## src/rtl/btb_pkg.sv

```systemverilog
package btb_pkg;
  typedef enum logic [1:0] {
    BK_COND = 2'd0,
    BK_JUMP = 2'd1,
    BK_CALL = 2'd2,
    BK_RET  = 2'd3
  } br_kind_e;
endpackage

```

## src/rtl/btb_ctr_next.sv

```systemverilog
module btb_ctr_next #(
  parameter int CNT_W = 2
) (
  input  logic [CNT_W-1:0] cur,
  input  logic             taken,
  input  logic             alloc,
  output logic [CNT_W-1:0] nxt
);
  localparam logic [CNT_W-1:0] CNT_MAX  = '1;
  localparam logic [CNT_W-1:0] CNT_INIT = CNT_W'(1) << (CNT_W - 1);

  always_comb begin
    if (alloc)                         nxt = CNT_INIT;
    else if (taken && cur != CNT_MAX)  nxt = cur + CNT_W'(1);
    else if (!taken && cur != '0)      nxt = cur - CNT_W'(1);
    else                               nxt = cur;
  end
endmodule

```

## src/rtl/btb_table.sv

```systemverilog
module btb_table #(
  parameter int ADDR_W = 32,
  parameter int IDX_W  = 4,
  parameter int CNT_W  = 2
) (
  input  logic              clk,
  input  logic              rst_n,
  input  logic [ADDR_W-1:0] rd_pc,
  output logic              rd_hit,
  output logic [1:0]        rd_kind,
  output logic [ADDR_W-1:0] rd_target,
  output logic [CNT_W-1:0]  rd_ctr,
  input  logic [ADDR_W-1:0] up_pc,
  output logic              up_hit,
  output logic [CNT_W-1:0]  up_ctr,
  input  logic              wr_en,
  input  logic              wr_tgt_en,
  input  logic [1:0]        wr_kind,
  input  logic [ADDR_W-1:0] wr_target,
  input  logic [CNT_W-1:0]  wr_ctr
);
  localparam int DEPTH = 1 << IDX_W;
  localparam int TAG_W = ADDR_W - IDX_W - 2;

  logic              v_q   [DEPTH];
  logic [TAG_W-1:0]  tag_q [DEPTH];
  logic [1:0]        kind_q[DEPTH];
  logic [ADDR_W-1:0] tgt_q [DEPTH];
  logic [CNT_W-1:0]  ctr_q [DEPTH];

  logic [IDX_W-1:0] rd_idx, up_idx;
  logic [TAG_W-1:0] rd_tag, up_tag;

  assign rd_idx = rd_pc[IDX_W+1:2];
  assign rd_tag = rd_pc[ADDR_W-1:IDX_W+2];
  assign up_idx = up_pc[IDX_W+1:2];
  assign up_tag = up_pc[ADDR_W-1:IDX_W+2];

  assign rd_hit    = v_q[rd_idx] && (tag_q[rd_idx] == rd_tag);
  assign rd_kind   = kind_q[rd_idx];
  assign rd_target = tgt_q[rd_idx];
  assign rd_ctr    = ctr_q[rd_idx];

  assign up_hit = v_q[up_idx] && (tag_q[up_idx] == up_tag);
  assign up_ctr = ctr_q[up_idx];

  always_ff @(posedge clk) begin
    if (!rst_n) begin
      for (int e = 0; e < DEPTH; e++) begin
        v_q[e]    <= 1'b0;
        tag_q[e]  <= '0;
        kind_q[e] <= '0;
        tgt_q[e]  <= '0;
        ctr_q[e]  <= '0;
      end
    end else if (wr_en) begin
      v_q[up_idx]    <= 1'b1;
      tag_q[up_idx]  <= up_tag;
      kind_q[up_idx] <= wr_kind;
      ctr_q[up_idx]  <= wr_ctr;
      if (wr_tgt_en) tgt_q[up_idx] <= wr_target;
    end
  end
endmodule

```

## src/rtl/btb_resolve.sv

```systemverilog
module btb_resolve #(
  parameter int ADDR_W = 32
) (
  input  logic              clk,
  input  logic              rst_n,
  input  logic              beat,
  input  logic [ADDR_W-1:0] pc,
  input  logic [1:0]        kind,
  input  logic              taken_in,
  input  logic [ADDR_W-1:0] target,
  input  logic [ADDR_W-1:0] pred_pc,
  output logic              taken_eff,
  output logic              flush,
  output logic [ADDR_W-1:0] redirect_pc
);
  import btb_pkg::*;
  localparam logic [ADDR_W-1:0] STEP = ADDR_W'(4);

  logic [ADDR_W-1:0] actual;
  logic              miss_pred;

  assign taken_eff = taken_in || (kind != BK_COND);
  assign actual    = taken_eff ? target : pc + STEP;
  assign miss_pred = beat && (actual != pred_pc);

  always_ff @(posedge clk) begin
    if (!rst_n) begin
      flush       <= 1'b0;
      redirect_pc <= '0;
    end else begin
      flush <= miss_pred;
      if (miss_pred) redirect_pc <= actual;
    end
  end
endmodule

```

## src/rtl/btb_predictor.sv

```systemverilog
module btb_predictor #(
  parameter int ADDR_W = 32,
  parameter int IDX_W  = 4,
  parameter int CNT_W  = 2
) (
  input  logic              clk,
  input  logic              rst_n,
  input  logic [ADDR_W-1:0] fetch_pc,
  output logic [ADDR_W-1:0] pred_pc,
  output logic              pred_taken,
  output logic              pred_hit,
  input  logic              res_valid,
  output logic              res_ready,
  input  logic [ADDR_W-1:0] res_pc,
  input  logic [1:0]        res_kind,
  input  logic              res_taken,
  input  logic [ADDR_W-1:0] res_target,
  input  logic [ADDR_W-1:0] res_pred_pc,
  output logic              flush,
  output logic [ADDR_W-1:0] redirect_pc
);
  import btb_pkg::*;
  localparam logic [ADDR_W-1:0] STEP = ADDR_W'(4);

  logic              lk_hit;
  logic [1:0]        lk_kind;
  logic [ADDR_W-1:0] lk_target;
  logic [CNT_W-1:0]  lk_ctr;
  logic              up_hit;
  logic [CNT_W-1:0]  up_ctr, ctr_nxt;
  logic              beat, taken_eff, wr_en;

  assign res_ready = 1'b1;
  assign beat      = res_valid && res_ready;

  btb_table #(.ADDR_W(ADDR_W), .IDX_W(IDX_W), .CNT_W(CNT_W)) u_table (
    .clk(clk), .rst_n(rst_n),
    .rd_pc(fetch_pc), .rd_hit(lk_hit), .rd_kind(lk_kind),
    .rd_target(lk_target), .rd_ctr(lk_ctr),
    .up_pc(res_pc), .up_hit(up_hit), .up_ctr(up_ctr),
    .wr_en(wr_en), .wr_tgt_en(taken_eff), .wr_kind(res_kind),
    .wr_target(res_target), .wr_ctr(ctr_nxt)
  );

  btb_ctr_next #(.CNT_W(CNT_W)) u_ctr (
    .cur(up_ctr), .taken(taken_eff), .alloc(!up_hit), .nxt(ctr_nxt)
  );

  btb_resolve #(.ADDR_W(ADDR_W)) u_res (
    .clk(clk), .rst_n(rst_n), .beat(beat),
    .pc(res_pc), .kind(res_kind), .taken_in(res_taken),
    .target(res_target), .pred_pc(res_pred_pc),
    .taken_eff(taken_eff), .flush(flush), .redirect_pc(redirect_pc)
  );

  assign wr_en = beat && (up_hit || taken_eff);

  always_comb begin
    pred_hit   = lk_hit;
    pred_taken = lk_hit && ((lk_kind != BK_COND) || lk_ctr[CNT_W-1]);
    pred_pc    = pred_taken ? lk_target : fetch_pc + STEP;
  end
endmodule

```

## config.mk

```make
export PLATFORM = sky130hd
export DESIGN_NAME = btb_predictor
export DESIGN_NICKNAME = d
export VERILOG_FILES = /design/src/rtl/btb_pkg.sv /design/src/rtl/btb_ctr_next.sv /design/src/rtl/btb_table.sv /design/src/rtl/btb_resolve.sv /design/src/rtl/btb_predictor.sv
export SDC_FILE = /design/constraint.sdc
export NUM_CORES = 2
export LEC_CHECK = 0
export ABC_CLOCK_PERIOD_IN_PS = 11300
export BUFFER_PORTS_ARGS = -buffer_cell sky130_fd_sc_hd__buf_2
export CAP_MARGIN = 20
export CORE_MARGIN = 3
export CORE_UTILIZATION = 35
export CTS_CLUSTER_DIAMETER = 30
export CTS_CLUSTER_SIZE = 8
export DETAILED_ROUTE_END_ITERATION = 10
export MAX_ROUTING_LAYER = met4
export PLACE_DENSITY = 0.54
export SLEW_MARGIN = 40
export SYNTH_ARGS = -nofsm -noshare
export SYNTH_HDL_FRONTEND = slang
export SYNTH_SLANG_ARGS = --single-unit
```

## constraint.sdc

```tcl
create_clock -name clk -period 11.3 [get_ports clk]
set_input_delay 0.565 -clock clk [delete_from_list [all_inputs] [get_ports clk]]
set_output_delay 0.565 -clock clk [all_outputs]
set_load 0.05 [all_outputs]
```

## After elaboration in Yosys (flattened, before gate mapping)

Memories as Yosys holds them, arrays and structs flattened.
Index checks and enable logic that the tools add are counted.

| word-level totals | value |
|---|---|
| logic and storage cells | 62 |
| memories kept | 5 |
| register bits after elaboration | 33 |
| bits in writable memories | 1008 |

Memory list:

| memory | depth | width | rd ports | clocked after Yosys merged registers in | wr ports | RTL line | RTL |
|---|---|---|---|---|---|---|---|
| u_table.tgt_q | 16 | 32 | 1 | 0 | 16 | btb_table.sv:28 | `logic [ADDR_W-1:0] tgt_q [DEPTH];` |
| u_table.tag_q | 16 | 26 | 2 | 0 | 16 | btb_table.sv:26 | `logic [TAG_W-1:0] tag_q [DEPTH];` |
| u_table.ctr_q | 16 | 2 | 2 | 0 | 16 | btb_table.sv:29 | `logic [CNT_W-1:0] ctr_q [DEPTH];` |
| u_table.kind_q | 16 | 2 | 1 | 0 | 16 | btb_table.sv:27 | `logic [1:0] kind_q[DEPTH];` |
| u_table.v_q | 16 | 1 | 2 | 0 | 16 | btb_table.sv:25 | `logic v_q [DEPTH];` |

| cells by class | value |
|---|---|
| reduce and logical (&&, ||, !) cells | 19 |
| multiplexer cells | 28 |
| eq/ne operators | 4 |
| $add $sub $neg | 4 |

Operator list:

| cell | count |
|---|---|
| 32-bit 2-to-1 mux | 3 |
| 32-bit by 3-bit adder with 32-bit output (second input constant) | 2 |
| 26-bit equality test | 2 |
| 32-bit != test | 1 |
| 32-bit OR reduction | 1 |
| 26-bit 2-to-1 mux | 1 |
| 26-bit OR reduction | 1 |
| 4-bit 2-to-1 mux | 5 |
| 1-bit 2-to-1 mux | 14 |
| 2-bit 2-to-1 mux | 5 |
| 1-bit logical AND | 7 |
| 2-bit nonzero test | 3 |
| 2-bit OR reduction | 2 |
| 1-bit logical OR | 3 |
| 2-bit by 1-bit adder with 2-bit output (second input constant) | 1 |
| 2-bit != test (second input constant) | 1 |
| 2-bit by 1-bit subtractor with 2-bit output (second input constant) | 1 |
| 1-bit logical NOT | 1 |
| 1-bit OR reduction | 1 |

## Depth between registers and ports, before layout

An unclocked memory read counts as a cell.

| depth | value |
|---|---|
| depth in word-level cells | 10 |
| depth in mapped cells | 19 |
| gate-level depth less buffers | 12 |

## Cells and area by module

A second synthesis with hierarchy kept.

| unflattened totals | value |
|---|---|
| cell total of the unflattened synthesis | 3989 |
| area total of the unflattened synthesis | 54922.7 sq um |

Modules (own cells, without submodules):

| module | area an instance (sq um) | instances | cells an instance | sequential area each (sq um) |
|---|---|---|---|---|
| btb_table | 50191.9 | 1 | 3306 | 30108.9 |
| btb_resolve | 3603.5 | 1 | 492 | 660.6 |
| btb_predictor | 1053.5 | 1 | 182 | 0.0 |
| btb_ctr_next | 73.8 | 1 | 9 | 0.0 |

## Worst setup path before layout

No wires, ideal clock.

| path | value |
|---|---|
| kind | input port to flip-flop |
| start point | in res_pc[2] |
| end point | mem u_table.ctr_q[14][0] (enable) |
| path slack | 5866 ps |
| cell stages on the path | 11 |
| required time | 10925 ps |
| path buffers | 6 |
| arrival time | 5058 ps |
| path through | buf_4 -> buf_6 -> buf_6 -> buf_4 -> buf_4 -> buf_2 -> inv_1 -> ha_1 -> nand2_1 -> o21ai_0 -> a31o_2 |

RTL lines:

| what | RTL line | RTL |
|---|---|---|
| start: declaration | btb_predictor.sv:14 | `input logic [ADDR_W-1:0] res_pc,` |
| end: declaration | btb_table.sv:29 |  |

## Worst setup path in the final report

| path | value |
|---|---|
| start point | in fetch_pc[2] |
| end point | out pred_pc[26] |

| on the way | value |
|---|---|
| word-level cells in the longest chain between the ends | 5 |

Ends and longest elaborated chain:

| what | RTL line | RTL |
|---|---|---|
| start: declaration | btb_predictor.sv:8 | `input logic [ADDR_W-1:0] fetch_pc,` |
| memory read 16 x 26 bit or memory read 16 x 2 bit (tied branches) | - |  |
| 26-bit equality test or 2-bit nonzero test (tied branches) | btb_table.sv:39, btb_predictor.sv:60 |  |
| 1-bit logical AND or 1-bit logical OR (tied branches) | btb_table.sv:39, btb_predictor.sv:60 |  |
| 1-bit logical AND | btb_predictor.sv:60 | `pred_taken = lk_hit && ((lk_kind != BK_COND) \|\| lk_ctr[CNT_W-1]);` |
| 32-bit 2-to-1 mux * | btb_predictor.sv:61 | `pred_pc = pred_taken ? lk_target : fetch_pc + STEP;` |
| end: declaration | btb_predictor.sv:9 | `output logic [ADDR_W-1:0] pred_pc,` |

Every way passes the cells marked *; elsewhere a longest branch is shown, timed or not.

==> flow_summary.json <==
{
  "post-route-util_pct": 42.93,
  "clock_skew_ps": 84.04,
  "synth.largest_area_cell": "edfxtp_1",
  "syn_avg_cell_area_um2": 13.32,
  "period_needed_ps": 6129,
  "synth_area_leaders": "edfxtp_1, mux4_2, nor2_1",
  "top_layer_used": "met4",
  "reg2reg_depth": 10,
  "setup.worst_path.start": "fetch_pc[2]",
  "cts_hold_buf": 0,
  "r2r_slack_ps": 6620,
  "die_x_um": 395.5,
  "yosysMostFrequentCell": "edfxtp_1",
  "leakagePower_nw": 22.51,
  "clock.fmax_mhz": 163.1,
  "crit_path_end_kind": "output port",
  "antenna_found_initial": 16,
  "antenna_left": 0,
  "status": "completed",
  "hold_end": "u_res.redirect_pc[27]",
  "wl_per_cell_um": 30.53,
  "min_from": "res_target[27]",
  "async_flop_share_pct": 0,
  "slowest_delay_ps": 560,
  "grt_use_total_pct": 25.26,
  "grt_pass1_wl_mm": 275.6,
  "setup_tns_ps": 0,
  "start_kind": "input port",
  "cts-buffers-inserted": 235,
  "dpl_worst_slack_ps": 5158,
  "drt_first_iter_violations": 4874,
  "synth_top_family_by_area": "multiplexers",
  "cts_sinks": 1041,
  "dr_total_vias": 36680,
  "ys_ff_latch": 1041,
  "num-nets-final": 4301,
  "synth.distinct_cells": 74,
  "h-tree-depth": 4,
  "grt_max_degree": 89,
  "cts_tree": "built",
  "cpMaxStageDelayCell": "mux4_2",
  "wirelength_met1_mm": 77.83,
  "place_congestion": 0.9565,
  "seq_area_frac_synth_pct": 57.95,
  "cap_violations": 0,
  "core_area_um2": 150300,
  "mappedNetlistNets": 4127,
  "cts_resized": 0,
  "worstPathCellList": "buf_8 > buf_16 > buf_12 > buf_16 > mux4_2 > nor2b_1 > a211oi_1 > a21oi_1 > xor2_1 > or3_1 > or3_1 > nor4_4 > buf_4 > mux2_2 > buf_2",
  "synth-adder-area-share_pct": 0.1649,
  "syn_inst": 3986,
  "synth_simple_gate_area_share_pct": 14.24,
  "yosys_warnings": 0,
  "drive_gt1_share_pct": 26.22,
  "synth_xor_area_share_pct": 2.189,
  "initial_core_util_pct": 35.33,
  "p_per_area_nw_per_um2": 194.9,
  "yosys-top-cells-count": "edfxtp_1, nor2_1, and2_1",
  "die_area_um2": 156400,
  "hpwlAfterDp_mm": 117.0,
  "required_ps": 10740,
  "area.growth.synth_to_final_pct": 21.52,
  "fin_ws_ps": 5171,
  "worst_pin_slew_ps": 939.4,
  "r2r-start": "u_table.tag_q[11][13]",
  "synth_top_cell_area_share_pct": 56.10,
  "relSlewSlack_pct": 37.20,
  "remaining_drc_errors": 0,
  "root_buffer": "clkbuf_16",
  "fin_crit_sh_pct": 54.24,
  "drv_slew": 0,
  "crit_fanout": 59,
  "critPathArrivalTime_ps": 5560,
  "io_pins": 202,
  "fill_cells": 13830,
  "setup_violations": 0,
  "clk_pin_slew_ps": 50,
  "drt_pass1_iterations": 8,
  "worstSkewPairLatency_ps": 850,
  "synth_edf_count": 992,
  "grt_pass1_vias": 36840,
  "ir_worst_vdd_mv": 0.1583,
  "dr_wl_met3_mm": 19.89,
  "ys.flop_type": "edfxtp_1",
  "syn_area_um2": 53100,
  "r2r_end": "u_table.tag_q[13][14]",
  "synthMuxAreaShare_pct": 18.95,
  "port_buffers": 200,
  "worstHoldPathType": "input port to flop",
  "cts_buffer_depth": 3,
  "path_class": "input port to output port",
  "fp-row-count": 142,
  "vias_per_cell": 5.745,
  "routed_wl_mm": 194.9,
  "grt_overflow": 0,
  "dieHeight_um": 395.5,
  "whs_path_depth": 3,
  "rsz0062_at_grt": "no",
  "finalHoldViolCount": 0,
  "synth_compound_area_share_pct": 3.433,
  "postCtsSetupBuffers": 0,
  "wl_met2_mm": 89.83
}
critical path: cells and delay by family:
family / cells / cell delay, ps
buffers and inverters: 6 / 2020
and+or+nand+nor: 4 / 1090
muxes: 2 / 980
AOI/OAI and AO/OA: 2 / 390
xor gates and xnor gates: 1 / 250
power by group:
| part | internal [W] | leakage, nW | switching, W |
|---|---|---|---|
| registers | 0.00445 | 9.87 | 0.0000859 |
| clock network | 0.00459 | 3.88 | 0.00228 |
| logic | 0.000403 | 8.75 | 0.000759 |
| total | 0.00945 | 22.5 | 0.00313 |
metrics by stage:
| step | cell area (µm²) | hold slack, ps | instances | total power [W] |
|---|---|---|---|---|
| after floorplan | 53100 | 435.4 | 3986 | 0.005276 |
| after global placement | 56140 | 449.7 | 5934 | 0.005738 |
| after detailed placement | 56270 | 453.8 | 5936 | 0.005751 |
| after CTS | 64410 | 49.58 | 6376 | 0.01261 |
| after global routing | 64530 | 102.8 | 6383 | 0.01292 |
| final | 64530 | 89.48 | 6384 | 0.01258 |
per-layer routing:
layer	up-vias	global-route usage, %
li1	15330	-
met1	18950	33.61
met2	2028	38.17
met3	372	5.434
met4	0	9.208
met5	-	-
area by class of cell:
class	count	area (µm²)	area share (%)
clock inverter	178	2158	3.345
sequential	1041	30770	47.68
clock buffer	262	5982	9.270
antenna	5	12.51	0.01939
tap	2016	2522	3.909
inverter	35	131.4	0.2036
multi-input combinational	2553	21050	32.62
timing repair buffer	294	1901	2.945
registers in the layout, indices dropped and copies added, names as in the netlist:
register           flops
u_table.tag_q        416
u_table.kind_q        32
u_table.tgt_q        512
u_res.flush            1
u_table.v_q           16
u_res.redirect_pc     32
u_table.ctr_q         32
worst max-delay path by stage:
stage	slack, ps	to
2_1_floorplan	5870	u_table.ctr_q[14][0]
3_3_place_gp	5090	u_table.tag_q[13][22]
3_5_place_dp	5160	u_table.tag_q[13][23]
4_1_cts	5210	pred_pc[11]
5_1_grt	4880	pred_pc[11]
6_report	5170	pred_pc[26]
cell families after synthesis:
family | count (synthesis)
AO/OA/AOI/OAI | 259
flip-flops | 1041
AND/OR/NAND/NOR | 1586
buffers and inverters | 392
other | 1
multiplexers | 569
XOR/XNOR | 131
adder cells (fa/ha/maj) | 7
cell usage in the layout, fill, tap and decap left out, types with 81 or more instances in the layout:
master,count
edfxtp_1,992
and2_1,353
nand2_1,280
mux4_2,345
nor2_1,603
clkbuf_16,235
buf_4,82
mux2i_1,181
buf_2,193
xnor2_1,81
Power figures use the tool's default switching activity.
